`src/rtl/nfc_pkg.sv`:
```
package nfc_pkg;
   typedef enum logic [1:0] {
      K_CMD   = 2'd0,
      K_ADDR  = 2'd1,
      K_DATA  = 2'd2,
      K_RDREQ = 2'd3
   } nfc_kind_e;

   typedef struct packed {
      nfc_kind_e  kind;
      logic [7:0] val;
   } nfc_ent_t;

   localparam logic [3:0] OFS_CTRL  = 4'd0;
   localparam logic [3:0] OFS_STAT  = 4'd1;
   localparam logic [3:0] OFS_IRQ   = 4'd2;
   localparam logic [3:0] OFS_CMD   = 4'd3;
   localparam logic [3:0] OFS_ADDR  = 4'd4;
   localparam logic [3:0] OFS_WDAT  = 4'd5;
   localparam logic [3:0] OFS_RREQ  = 4'd6;
   localparam logic [3:0] OFS_RDAT  = 4'd7;
   localparam logic [3:0] OFS_PGCTL = 4'd8;

   localparam int IRQ_RB   = 0;
   localparam int IRQ_OVF  = 1;
   localparam int IRQ_EDGE = 2;
   localparam int IRQ_RRDY = 3;
   localparam int IRQ_PWD  = 4;
endpackage

```
`src/rtl/nfc_fifo.sv`:
```
module nfc_fifo #(
   parameter int WIDTH = 10,
   parameter int DEPTH = 4
) (
   input  logic             clk,
   input  logic             rst_n,
   input  logic             push,
   input  logic [WIDTH-1:0] din,
   input  logic             pop,
   output logic [WIDTH-1:0] dout,
   output logic             full,
   output logic             empty
);
   localparam int PW = $clog2(DEPTH);

   if (DEPTH < 2 || (DEPTH & (DEPTH - 1)) != 0) begin : g_bad_depth
      $error("nfc_fifo: DEPTH must be a power of two of at least 2");
   end

   logic [WIDTH-1:0] mem [DEPTH];
   logic [PW:0]      wp, rp;

   assign full  = (wp[PW] != rp[PW]) && (wp[PW-1:0] == rp[PW-1:0]);
   assign empty = (wp == rp);
   assign dout  = mem[rp[PW-1:0]];

   always_ff @(posedge clk or negedge rst_n) begin
      if (!rst_n) begin
         wp <= '0;
         rp <= '0;
      end else begin
         if (push && !full) begin
            mem[wp[PW-1:0]] <= din;
            wp <= wp + 1'b1;
         end
         if (pop && !empty) rp <= rp + 1'b1;
      end
   end

   AST_NO_OVERFLOW: assert property (@(posedge clk) disable iff (!rst_n)
      (push && full) |=> (wp == $past(wp)));
   AST_NO_UNDERFLOW: assert property (@(posedge clk) disable iff (!rst_n)
      (pop && empty) |=> (rp == $past(rp)));
endmodule

```
`src/rtl/nfc_sync.sv`:
```
module nfc_sync #(
   parameter int   STAGES    = 2,
   parameter logic RESET_VAL = 1'b1
) (
   input  logic clk,
   input  logic rst_n,
   input  logic d,
   output logic q
);
   if (STAGES < 1) begin : g_bad_stages
      $error("nfc_sync: STAGES must be at least 1");
   end

   if (STAGES == 1) begin : g_one
      logic s;
      always_ff @(posedge clk or negedge rst_n) begin
         if (!rst_n) s <= RESET_VAL;
         else        s <= d;
      end
      assign q = s;
   end else begin : g_chain
      logic [STAGES-1:0] s;
      always_ff @(posedge clk or negedge rst_n) begin
         if (!rst_n) s <= {STAGES{RESET_VAL}};
         else        s <= {s[STAGES-2:0], d};
      end
      assign q = s[STAGES-1];
   end
endmodule

```
`src/rtl/nfc_bus_seq.sv`:
```
module nfc_bus_seq
   import nfc_pkg::*;
#(
   parameter int DLY_W = 4
) (
   input  logic             clk,
   input  logic             rst_n,
   input  logic             start,
   input  nfc_kind_e        start_kind,
   input  logic [7:0]       start_val,
   input  logic [DLY_W-1:0] wr_dly,
   input  logic [DLY_W-1:0] rd_dly,
   input  logic [7:0]       dq_i,
   output logic             idle,
   output logic             cap_valid,
   output logic [7:0]       cap_data,
   output logic             data_done,
   output logic             ce_n,
   output logic             cle,
   output logic             ale,
   output logic             we_n,
   output logic             re_n,
   output logic [7:0]       dq_o,
   output logic             dq_oe
);
   typedef enum logic [1:0] {S_IDLE, S_STRB, S_HOLD} seq_st_e;

   seq_st_e          st;
   nfc_kind_e        kind;
   logic [7:0]       val;
   logic [DLY_W-1:0] cnt;
   logic             strb, last, active;

   always_ff @(posedge clk or negedge rst_n) begin
      if (!rst_n) begin
         st   <= S_IDLE;
         kind <= K_CMD;
         val  <= '0;
         cnt  <= '0;
      end else begin
         unique case (st)
            S_IDLE: if (start) begin
               st   <= S_STRB;
               kind <= start_kind;
               val  <= start_val;
               cnt  <= (start_kind == K_RDREQ) ? rd_dly : wr_dly;
            end
            S_STRB: begin
               if (cnt == '0) st <= S_HOLD;
               else           cnt <= cnt - 1'b1;
            end
            default: st <= S_IDLE;
         endcase
      end
   end

   assign strb      = (st == S_STRB);
   assign active    = (st != S_IDLE);
   assign last      = strb && (cnt == '0);
   assign idle      = !active;
   assign cap_valid = last && (kind == K_RDREQ);
   assign cap_data  = dq_i;
   assign data_done = last && (kind == K_DATA);
   assign ce_n      = !active;
   assign cle       = active && (kind == K_CMD);
   assign ale       = active && (kind == K_ADDR);
   assign we_n      = !(strb && (kind != K_RDREQ));
   assign re_n      = !(strb && (kind == K_RDREQ));
   assign dq_o      = val;
   assign dq_oe     = active && (kind != K_RDREQ);

   AST_STROBE_EXCL: assert property (@(posedge clk) disable iff (!rst_n)
      !(!we_n && !re_n));
   AST_LATCH_EXCL: assert property (@(posedge clk) disable iff (!rst_n)
      !(cle && ale));
   AST_HOLD_GAP: assert property (@(posedge clk) disable iff (!rst_n)
      ($rose(we_n) || $rose(re_n)) |=> (we_n && re_n));
   AST_STROBE_UNDER_CE: assert property (@(posedge clk) disable iff (!rst_n)
      (!we_n || !re_n) |-> !ce_n);
endmodule

```
`src/rtl/nand_host_ctrl.sv`:
```
module nand_host_ctrl
   import nfc_pkg::*;
#(
   parameter int FIFO_DEPTH  = 4,
   parameter int DLY_W       = 4,
   parameter int SMALL_PAGE  = 256,
   parameter int LARGE_PAGE  = 512,
   parameter int SYNC_STAGES = 2
) (
   input  logic        clk,
   input  logic        rst_n,
   input  logic        reg_wr,
   input  logic [3:0]  reg_addr,
   input  logic [15:0] reg_wdata,
   output logic [15:0] reg_rdata,
   output logic        irq_o,
   output logic        nf_ce_n,
   output logic        nf_cle,
   output logic        nf_ale,
   output logic        nf_we_n,
   output logic        nf_re_n,
   output logic [7:0]  nf_dq_o,
   output logic        nf_dq_oe,
   input  logic [7:0]  nf_dq_i,
   input  logic        nf_rb
);
   localparam int ENT_W = $bits(nfc_ent_t);
   localparam int PG_W  = $clog2(LARGE_PAGE + 1);

   if (DLY_W < 1 || DLY_W > 4) begin : g_bad_dly
      $error("nand_host_ctrl: DLY_W must be 1 to 4");
   end
   if (SMALL_PAGE < 1 || SMALL_PAGE > LARGE_PAGE) begin : g_bad_page
      $error("nand_host_ctrl: need 1 <= SMALL_PAGE <= LARGE_PAGE");
   end

   logic [DLY_W-1:0] wr_dly, rd_dly;
   logic             width_q, page_q;
   logic [4:0]       irq_q, irq_set, irq_clr;
   logic [7:0]       rdat_q;
   logic             rd_pend, wr_pend;
   logic [PG_W-1:0]  pg_left, pg_len;
   logic             rb_s, rb_q, empty_q;

   logic     push_req, fifo_full, fifo_empty, pop;
   nfc_ent_t push_ent, head_ent;
   logic     seq_idle, seq_start, cap_valid, data_done;
   logic [7:0] cap_data;
   nfc_kind_e  seq_kind;
   logic       pg_issue, pg_last;

   // host pushes and the entry they create
   assign push_req = reg_wr && (reg_addr >= OFS_CMD) && (reg_addr <= OFS_RREQ);
   always_comb begin
      unique case (reg_addr)
         OFS_CMD:  push_ent.kind = K_CMD;
         OFS_ADDR: push_ent.kind = K_ADDR;
         OFS_WDAT: push_ent.kind = K_DATA;
         default:  push_ent.kind = K_RDREQ;
      endcase
      push_ent.val = reg_wdata[7:0];
   end

   nfc_fifo #(.WIDTH(ENT_W), .DEPTH(FIFO_DEPTH)) u_fifo (
      .clk, .rst_n, .push(push_req), .din(push_ent), .pop,
      .dout(head_ent), .full(fifo_full), .empty(fifo_empty)
   );

   // buffer entries first, page-read engine only on an idle buffer
   assign pop       = seq_idle && !fifo_empty;
   assign pg_issue  = seq_idle && fifo_empty && rd_pend && !irq_q[IRQ_RRDY];
   assign seq_start = pop || pg_issue;
   assign seq_kind  = pop ? head_ent.kind : K_RDREQ;

   nfc_bus_seq #(.DLY_W(DLY_W)) u_seq (
      .clk, .rst_n, .start(seq_start), .start_kind(seq_kind),
      .start_val(pop ? head_ent.val : 8'h00), .wr_dly, .rd_dly,
      .dq_i(nf_dq_i), .idle(seq_idle), .cap_valid, .cap_data, .data_done,
      .ce_n(nf_ce_n), .cle(nf_cle), .ale(nf_ale), .we_n(nf_we_n),
      .re_n(nf_re_n), .dq_o(nf_dq_o), .dq_oe(nf_dq_oe)
   );

   nfc_sync #(.STAGES(SYNC_STAGES), .RESET_VAL(1'b1)) u_rb_sync (
      .clk, .rst_n, .d(nf_rb), .q(rb_s)
   );

   assign pg_len  = page_q ? PG_W'(LARGE_PAGE) : PG_W'(SMALL_PAGE);
   assign pg_last = (pg_left == PG_W'(1));

   always_comb begin
      irq_set           = '0;
      irq_set[IRQ_RB]   = rb_s && !rb_q;
      irq_set[IRQ_OVF]  = push_req && fifo_full;
      irq_set[IRQ_EDGE] = fifo_empty && !empty_q;
      irq_set[IRQ_RRDY] = cap_valid;
      irq_set[IRQ_PWD]  = data_done && wr_pend && pg_last;
      irq_clr = (reg_wr && reg_addr == OFS_IRQ) ? reg_wdata[4:0] : 5'd0;
   end

   always_ff @(posedge clk or negedge rst_n) begin
      if (!rst_n) begin
         wr_dly  <= '0;
         rd_dly  <= '0;
         width_q <= 1'b0;
         page_q  <= 1'b1;
         irq_q   <= '0;
         rdat_q  <= '0;
         rd_pend <= 1'b0;
         wr_pend <= 1'b0;
         pg_left <= '0;
         rb_q    <= 1'b1;
         empty_q <= 1'b1;
      end else begin
         rb_q    <= rb_s;
         empty_q <= fifo_empty;
         irq_q   <= (irq_q & ~irq_clr) | irq_set;
         if (reg_wr && reg_addr == OFS_CTRL) begin
            wr_dly  <= reg_wdata[DLY_W-1:0];
            rd_dly  <= reg_wdata[4 +: DLY_W];
            width_q <= reg_wdata[8];
            page_q  <= reg_wdata[9];
         end
         if (cap_valid) rdat_q <= cap_data;
         if (reg_wr && reg_addr == OFS_PGCTL && !rd_pend && !wr_pend) begin
            if (reg_wdata[0]) begin
               rd_pend <= 1'b1;
               pg_left <= pg_len;
            end else if (reg_wdata[1]) begin
               wr_pend <= 1'b1;
               pg_left <= pg_len;
            end
         end else if ((cap_valid && rd_pend) || (data_done && wr_pend)) begin
            pg_left <= pg_left - 1'b1;
            if (pg_last) begin
               rd_pend <= 1'b0;
               wr_pend <= 1'b0;
            end
         end
      end
   end

   always_comb begin
      reg_rdata = '0;
      unique case (reg_addr)
         OFS_CTRL: begin
            reg_rdata[DLY_W-1:0]  = wr_dly;
            reg_rdata[4 +: DLY_W] = rd_dly;
            reg_rdata[8]          = width_q;
            reg_rdata[9]          = page_q;
         end
         OFS_STAT: reg_rdata[4:0] = {fifo_empty, rd_pend, wr_pend, fifo_full, rb_s};
         OFS_IRQ:  reg_rdata[4:0] = irq_q;
         OFS_RDAT: reg_rdata[7:0] = rdat_q;
         default:  reg_rdata = '0;
      endcase
   end

   assign irq_o = |irq_q;

   AST_READ_CAPTURE: assert property (@(posedge clk) disable iff (!rst_n)
      cap_valid |=> (irq_q[IRQ_RRDY] && rdat_q == $past(cap_data)));
   AST_OVF_FLAG: assert property (@(posedge clk) disable iff (!rst_n)
      (push_req && fifo_full) |=> irq_q[IRQ_OVF]);
   AST_PAGE_EXCL: assert property (@(posedge clk) disable iff (!rst_n)
      !(rd_pend && wr_pend));
   AST_PAGE_READ_GATE: assert property (@(posedge clk) disable iff (!rst_n)
      (seq_start && !pop) |-> (fifo_empty && !irq_q[IRQ_RRDY] && rd_pend));
   AST_RB_EVENT: assert property (@(posedge clk) disable iff (!rst_n)
      $rose(rb_s) |=> irq_q[IRQ_RB]);
endmodule

```
`config.mk`:
```
export PLATFORM = sky130hd
export DESIGN_NAME = nand_host_ctrl
export DESIGN_NICKNAME = d
export VERILOG_FILES = /design/src/rtl/nfc_pkg.sv /design/src/rtl/nfc_fifo.sv /design/src/rtl/nfc_sync.sv /design/src/rtl/nfc_bus_seq.sv /design/src/rtl/nand_host_ctrl.sv
export SDC_FILE = /design/constraint.sdc
export NUM_CORES = 1
export LEC_CHECK = 0
export ABC_AREA = 1
export BUFFER_PORTS_ARGS = -buffer_cell sky130_fd_sc_hd__buf_4
export CORE_ASPECT_RATIO = 1.75
export CORE_MARGIN = 3
export CORE_UTILIZATION = 55
export CTS_BUF_LIST = sky130_fd_sc_hd__clkbuf_4 sky130_fd_sc_hd__clkbuf_8
export CTS_CLUSTER_SIZE = 28
export DETAILED_ROUTE_END_ITERATION = 16
export GPL_TIMING_DRIVEN = 0
export PLACE_DENSITY = 0.79
export SLEW_MARGIN = 40
export SYNTH_ARGS = -nofsm -noshare
export SYNTH_HDL_FRONTEND = slang
export SYNTH_SLANG_ARGS = --single-unit
export TNS_END_PERCENT = 30
```
`constraint.sdc`:
```
create_clock -name clk -period 2.62 [get_ports clk]
set_input_delay 0.524 -clock clk [delete_from_list [all_inputs] [get_ports clk]]
set_output_delay 0.524 -clock clk [all_outputs]
set_load 0.02 [all_outputs]
```
==> results by group, run 1 <==
Placement
  • Post-DP HPWL: 7834 µm
  • Placed insts: 688
  • Number of port buffers: 50
  • Routability cong.: 0.8661
  • Placed inst area: 0.005368 mm²

Critical path
  • End of the critical path: reg_rdata[4]
  • CP Cell Sequence: buf_4 > nor2_1 > inv_2 > nor2_2 > inv_1 > o21ai_0 > a21oi_1 > o21ai_0 > buf_4
  • Critical path's top delay family: buffers and inverters
  • Reg2reg start: u_fifo.wp[0]
  • Critical path depth: 9
  • Crit-path max cell delay: 0.26 ns
  • Maximum fanout along the worst path: 8
  • Startpoint Class: primary input
  • Endpoint type of the worst setup path: output port
  • FF-to-FF End: u_fifo.mem[3][7]
  • Crit path from: reg_addr[3]
  • Critical path arrival: 1.87 ns
  • CP required: 2.10 ns
  • R2R Setup Slk: 0.42 ns
  • Reg2reg path depth: 7
  • WS Path Type: in2out
  • Worst path slowest cell: o21ai_0
  • Crit path buf inv count: 4

Synth
  • Cell with the most instances after synthesis: nand2_1
  • Post-synth top area cell: dfrtp_1
  • Yosys cell types: 42
  • Avg Cell Area, Syn: 9.314 µm²
  • Top cells by area, synth: dfrtp_1 (29%), edfxtp_1 (25%), nand2_1 (10%)
  • Synth warn: 0
  • Asr flop ratio synth: 60.40%
  • Register bit count reported by yosys: 101
  • Mapped Cells: 518
  • Synth Cell Area: 0.004825 mm²
  • Number of enable flip-flop cells after synthesis: 40
  • Post-synth top flop: dfrtp_1
  • Synth top cells by count: nand2_1 (128), inv_1 (60), dfrtp_1 (56)
  • Post-synth top area share: 29.05%
  • Sequential-to-total area share from yosys stat: 56.66%

Routing
  • Antenna Nets Post-Route: 0
  • Initial DRC Count: 220
  • WL final: 10480 µm
  • Post-route DRC: 0
  • DR vias/cell: 5.243
  • Avg WL per Cell: 14.88 µm
  • Drt pass-1 iters: 4
  • Via count: 3691

Global route
  • Vias in the first global route: 3814
  • Antenna violations before repair: 0
  • Overflow after GRT: 0
  • Largest net degree at the start of global routing: 63
  • First-pass GRT wire length: 17350 µm
  • GRT Overall Usage: 22.39%

Clocking
  • CTS tree: built
  • Setup Buffers After CTS: 0
  • CTS buffer count: 9
  • Clock Sinks: 101
  • H-tree Lvls: 3
  • Clock buffer depth: 2
  • Worst-Skew Late Latency: 0.36 ns
  • Post-CTS Hold Buffers: 0
  • CTS clk-pin slew, worst paths: 0.09 ns
  • Cts repair resizes: 0
  • Clock Tree Root: clkbuf_8

Power and ir drop
  • Pwr Density: 965.5 mW/mm²
  • Maximum VDD drop: 0.5592 mV
  • P_leak: 2.602 nW

Layout
  • P&R area growth vs syn: 15.51%
  • Non-filler cells, final: 704
  • Fraction of layout cells with a size suffix above 1: 20.88%
  • Filler Cell Count: 688
  • N_diodes: 0
  • Nets: 625
  • Post-route cell area: 0.005573 mm²

Floorplanning
  • Die ar.: 0.009976 mm²
  • Core footprint: 0.008423 mm²
  • Die Height: 129.9 µm
  • Die Wd: 76.80 µm
  • Initial core utilization: 57.28%
  • IO Pins: 63
  • FP Rows: 44

STA
  • Final critical-path required period: 2.391 ns
  • Worst rel slew slack: 56.79%
  • Sum of negative setup slack: 0 ns
  • Final setup vio count: 0
  • Final clock skew: 0.007248 ns
  • Maximum clock frequency: 418.2 MHz
  • Final hold violations: 0
  • Hold_ws: 0.1277 ns
  • Least-Margin Pin Slew: 0.6475 ns
  • Tcrit/Tclk final: 91.28%
  • RSZ-0062 raised after global routing: no
  • Slew Viols, Final: 0

Flow run
  • Max_cap viols: 0

Hold path
  • Hold Crit Class: in2async

Status
  • Status: finished, final reports clean
[cells in the final DEF, fill, tap and decap left out, drive strengths merged]
master and instances:
nor2 44, nand2 138, nor4 1, clkinv 3, a21oi 25, dfstp 5
nor3 7, mux2 1, o21a 2, o22ai 3, ha 9, buf 63
and2 1, nand3 45, nor3b 1, a22o 1, xor2 9, o21ai 39
bufinv 1, inv 68, clkbuf 15, nand3b 1, conb 6, dfrtp 56
o2111ai 3, edfxtp 40, nand4 2
[state kept, by name, indices dropped and copies added, names as in the netlist]
signal and count:
u_rb_sync.g_chain.s 2, pg_left 10, empty_q 1, u_seq.cnt 4
u_seq.st 2, rd_pend 1, rd_dly 4, wr_pend 1
u_seq.dq_o 8, page_q 1, rb_q 1, width_q 1
rdat_q 8, u_fifo.wp 3, u_fifo.mem 40, irq_q 5
u_seq.kind 2, u_fifo.rp 3, wr_dly 4
[logic make-up (layout without fill, tap and decap cells)]
logic type / Yosys count / count (layout) / synth area share, %
DFF: 101 / 101 / 56.66
xor gates and xnor gates: 9 / 9 / 1.634
AOI/OAI and AO/OA: 73 / 73 / 8.714
and+or+nand+nor: 240 / 240 / 22.80
buffers and inverters: 84 / 150 / 7.547
muxes: 1 / 1 / 0.2334
other: 1 / 6 / 0.07773
adders and majority gates: 9 / 9 / 2.334
[how the worst min path moves through the flow]
stage | startpoint | to | slack, ns | cells after the start
after CTS | nf_rb | u_rb_sync.g_chain.s[0] | 0.25 | 1
after global placement | u_rb_sync.g_chain.s[0] | u_rb_sync.g_chain.s[1] | 0.35 | 0
after floorplan | rst_n | irq_q[0] | 0.23 | 0
after global routing | rst_n | u_seq.dq_o[0] | 0.15 | 1
final | rst_n | u_fifo.wp[2] | 0.13 | 1
after detailed placement | u_rb_sync.g_chain.s[0] | u_rb_sync.g_chain.s[1] | 0.35 | 0
[cell type report]
type                    instances  area [µm²]  share of cell area (%)
inverters                      69       264.0                   4.737
well taps                     115       143.9                   2.582
repair buffers                 50       379.1                   6.803
flip-flops and latches        101        2734                   49.06
plain buffers                  15       100.1                   1.796
clock buffers                  13       153.9                   2.762
clock inverters                 3       37.54                  0.6736
multi-input cells             338        1760                   31.59
[power by group]
| part | internal (mW) | total [mW] | switching, mW |
|---|---|---|---|
| clock network | 0.480 | 0.974 | 0.494 |
| registers | 2.04 | 2.31 | 0.267 |
| logic | 0.754 | 2.10 | 1.34 |
| total | 3.28 | 5.38 | 2.10 |
[per-layer routing]
metal / part of all wire [%] / wire (µm) / vias up / track usage (%)
met5: 0 / 0 / - / 0
met4: 4.9 / 518 / 0 / 13.45
met3: 3.8 / 398 / 43 / 4.144
met2: 54 / 5689 / 110 / 41.73
met1: 37 / 3869 / 1729 / 23.16
li1: - / - / 1809 / -
[metrics by stage]
stage	power, mW	worst slack, ns	util [%]
after floorplan	3.762	0.5586	-
after global placement	4.326	-0.05582	63.67
after detailed placement	4.429	-0.1002	63.73
after CTS	5.404	0.1731	66.00
after global routing	5.788	0.06341	66.16
final	5.381	0.2286	66.16
Note: power is estimated with default switching activity, not from simulation.
==> run 2: changes to the inputs <==
Settings changed: ABC_AREA 1 to default, PLACE_DENSITY 0.79 to 0.8, SETUP_SLACK_MARGIN from default to 0.5.
==> run 2 against run 1 <==
Effect of this change: area after synthesis fell by 3.6%; wire length shrank 2.9%; hold slack got worse by 0.013 ns; die area fell by 3.4%; register-to-register slack better by 0.04 ns; sequential cell count is the same; sequential power is 5% higher; worst setup slack better by 0.12 ns; largest power group unchanged; highest routed layer unchanged.
==> results by group, run 2 <==
Status
  • Status: finished, final reports clean

STA
  • Sum of negative setup slack: 0 ns
  • Least-Margin Pin Slew: 0.6766 ns
  • Worst rel slew slack: 54.55%
  • Maximum clock frequency: 439.9 MHz
  • Final critical-path required period: 2.273 ns
  • Final clock skew: 0.005366 ns
  • Final hold violations: 0
  • RSZ-0062 raised after global routing: yes
  • Hold_ws: 0.1147 ns
  • Final setup vio count: 0
  • Tcrit/Tclk final: 86.76%
  • Slew Viols, Final: 0

Critical path
  • CP required: 2.10 ns
  • Critical path arrival: 1.75 ns
  • Maximum fanout along the worst path: 3
  • WS Path Type: reg2out
  • CP Cell Sequence: xnor2_2 > nand3_2 > inv_2 > mux2i_1 > o22ai_1 > buf_4
  • Worst path slowest cell: dfrtp_1
  • Crit-path max cell delay: 0.43 ns
  • Endpoint type of the worst setup path: output port
  • Startpoint Class: flip-flop

Synth
  • Asr flop ratio synth: 60.40%
  • Synth top cells by count: dfrtp_1 (56), edfxtp_1 (40), nand2_1 (28)
  • Post-synth top area cell: dfrtp_1
  • Post-synth top flop: dfrtp_1
  • Mapped Cells: 366
  • Post-synth top area share: 30.12%
  • Sequential-to-total area share from yosys stat: 58.77%
  • Cell with the most instances after synthesis: dfrtp_1
  • Number of enable flip-flop cells after synthesis: 40
  • Synth warn: 0
  • Synth Cell Area: 0.004652 mm²
  • Top cells by area, synth: dfrtp_1 (30%), edfxtp_1 (26%), mux4_1 (5.1%)
  • Avg Cell Area, Syn: 12.71 µm²
  • Register bit count reported by yosys: 101
  • Yosys cell types: 62

Global route
  • Gr busiest metal: met2
  • GR Util met1: 26.33%
  • Vias in the first global route: 3312
  • Met2 Usage GRT: 39.28%
  • GRT Overall Usage: 22.80%
  • Antenna violations before repair: 0
  • GR Layer Usage met3: 3.768%
  • First-pass GRT wire length: 16300 µm
  • Largest net degree at the start of global routing: 66
  • Overflow after GRT: 0

Routing
  • Avg WL per Cell: 19.01 µm
  • DR vias/cell: 6.030
  • Initial DRC Count: 250
  • Drt pass-1 iters: 4
  • Antenna Nets Post-Route: 0
  • Post-route DRC: 0
  • WL final: 10170 µm
  • Via count: 3226

Power and ir drop
  • P_leak: 2.335 nW
  • Pwr Total: 5.692 mW
  • Maximum VDD drop: 0.5349 mV
  • Pwr Density: 1031 mW/mm²

Floorplanning
  • Die Wd: 75.52 µm
  • Die ar.: 0.009641 mm²
  • Die Height: 127.7 µm
  • Core footprint: 0.008070 mm²
  • IO Pins: 63
  • Initial core utilization: 57.64%
  • FP Rows: 43

Layout
  • Most frequent cells in the layout: buf_4 (65), dfrtp_1 (52), edfxtp_1 (40)
  • Fraction of layout cells with a size suffix above 1: 32.81%
  • Non-filler cells, final: 535
  • Post-route cell area: 0.005520 mm²
  • Nets: 481
  • Max reg flops: 40
  • P&R area growth vs syn: 18.67%
  • N_diodes: 0
  • Commonest non-fill, non-tap cell in the layout: buf_4

Clocking
  • Clock buffer depth: 2
  • Worst-Skew Late Latency: 0.38 ns
  • Clock Sinks: 101
  • H-tree Lvls: 3
  • CTS tree: built
  • CTS clk-pin slew, worst paths: 0.10 ns
  • Clock Tree Root: clkbuf_8
  • CTS buffer count: 9
  • Post-CTS Hold Buffers: 0

Placement
  • Routability cong.: 0.9331
  • Placed inst area: 0.005159 mm²
  • Number of port buffers: 50
  • Placed insts: 511
  • Post-DP HPWL: 7328 µm

Hold path
  • Hold Crit Class: in2async

Flow run
  • Max_cap viols: 0
-- run 2: routing by layer --
metal  vias to the layer above  part of all wire, %  wire [µm]
met2                       123                   53       5396
li1                       1506                    -          -
met1                      1560                   37       3726
met4                         0                  5.2        529
met3                        37                  5.1        520
met5                         -                    0          0
-- run 2: cell families after synthesis --
logic type / after synthesis / synth area share, %
compound gates: 73 / 10.62
buf+inv: 36 / 3.712
fa+ha+maj: 9 / 2.421
mux: 31 / 10.57
flops: 101 / 58.77
xor+xnor: 11 / 2.071
simple gates: 104 / 11.75
other cells: 1 / 0.08061
-- run 2: critical path: cells and delay by family, from the launching register on --
family | cells | cell delay [ns]
buffers and inverters | 2 | 0.28
xor gates and xnor gates | 1 | 0.25
and+or+nand+nor | 1 | 0.17
DFF | 1 | 0.43
muxes | 1 | 0.08
AOI/OAI and AO/OA | 1 | 0.14
-- run 2: final timing paths --
kind	startpoint	end	slack (ns)	depth (start not counted)
worst max register to register	u_fifo.rp[0]	u_seq.cnt[3]	0.46	6
worst max-delay path	u_fifo.rp[2]	reg_rdata[4]	0.35	6
worst min-delay path	rst_n	pg_left[3]	0.11	1
worst min register to register	u_rb_sync.g_chain.s[0]	u_rb_sync.g_chain.s[1]	0.36	0
min in group clk	nf_rb	u_rb_sync.g_chain.s[0]	0.24	1
max in group asynchronous	rst_n	u_fifo.wp[0]	2.05	1
-- run 2: final cells by class --
class                           instances  area [µm²]
Buffer                                 19       126.4
Clock buffer                            9       123.9
Clock inverter                          7       67.56
Fill cell                             583        2550
Inverter                               17       63.81
Multi-Input combinational cell        234        1848
Sequential cell                       101        2739
Tap cell                               90       112.6
Timing Repair Buffer                   58       439.2
-- run 2: per-stage QoR --
step / util, % / worst slack, ns
floorplan: - / 0.5042
global placement: 63.92 / 0.04866
detailed placement: 63.92 / 0.02140
CTS: 67.63 / 0.3611
global route: 68.40 / 0.2927
finish: 68.40 / 0.3469
-- run 2: where the power goes --
part           switching (mW)  internal (mW)  leakage [nW]
Clock                   0.585          0.369        0.0954
Sequential              0.367           2.05          1.09
Combinational            1.21           1.11          1.15
-- run 2: what timing repair did --
| action | 4_1_cts | 5_1_grt |
|---|---|---|
| endpoints found under the setup margin | 69 | 76 |
| setup buffers | 4 | 4 |
| pin swaps | 7 | 4 |
| gates resized for setup | 24 | 12 |
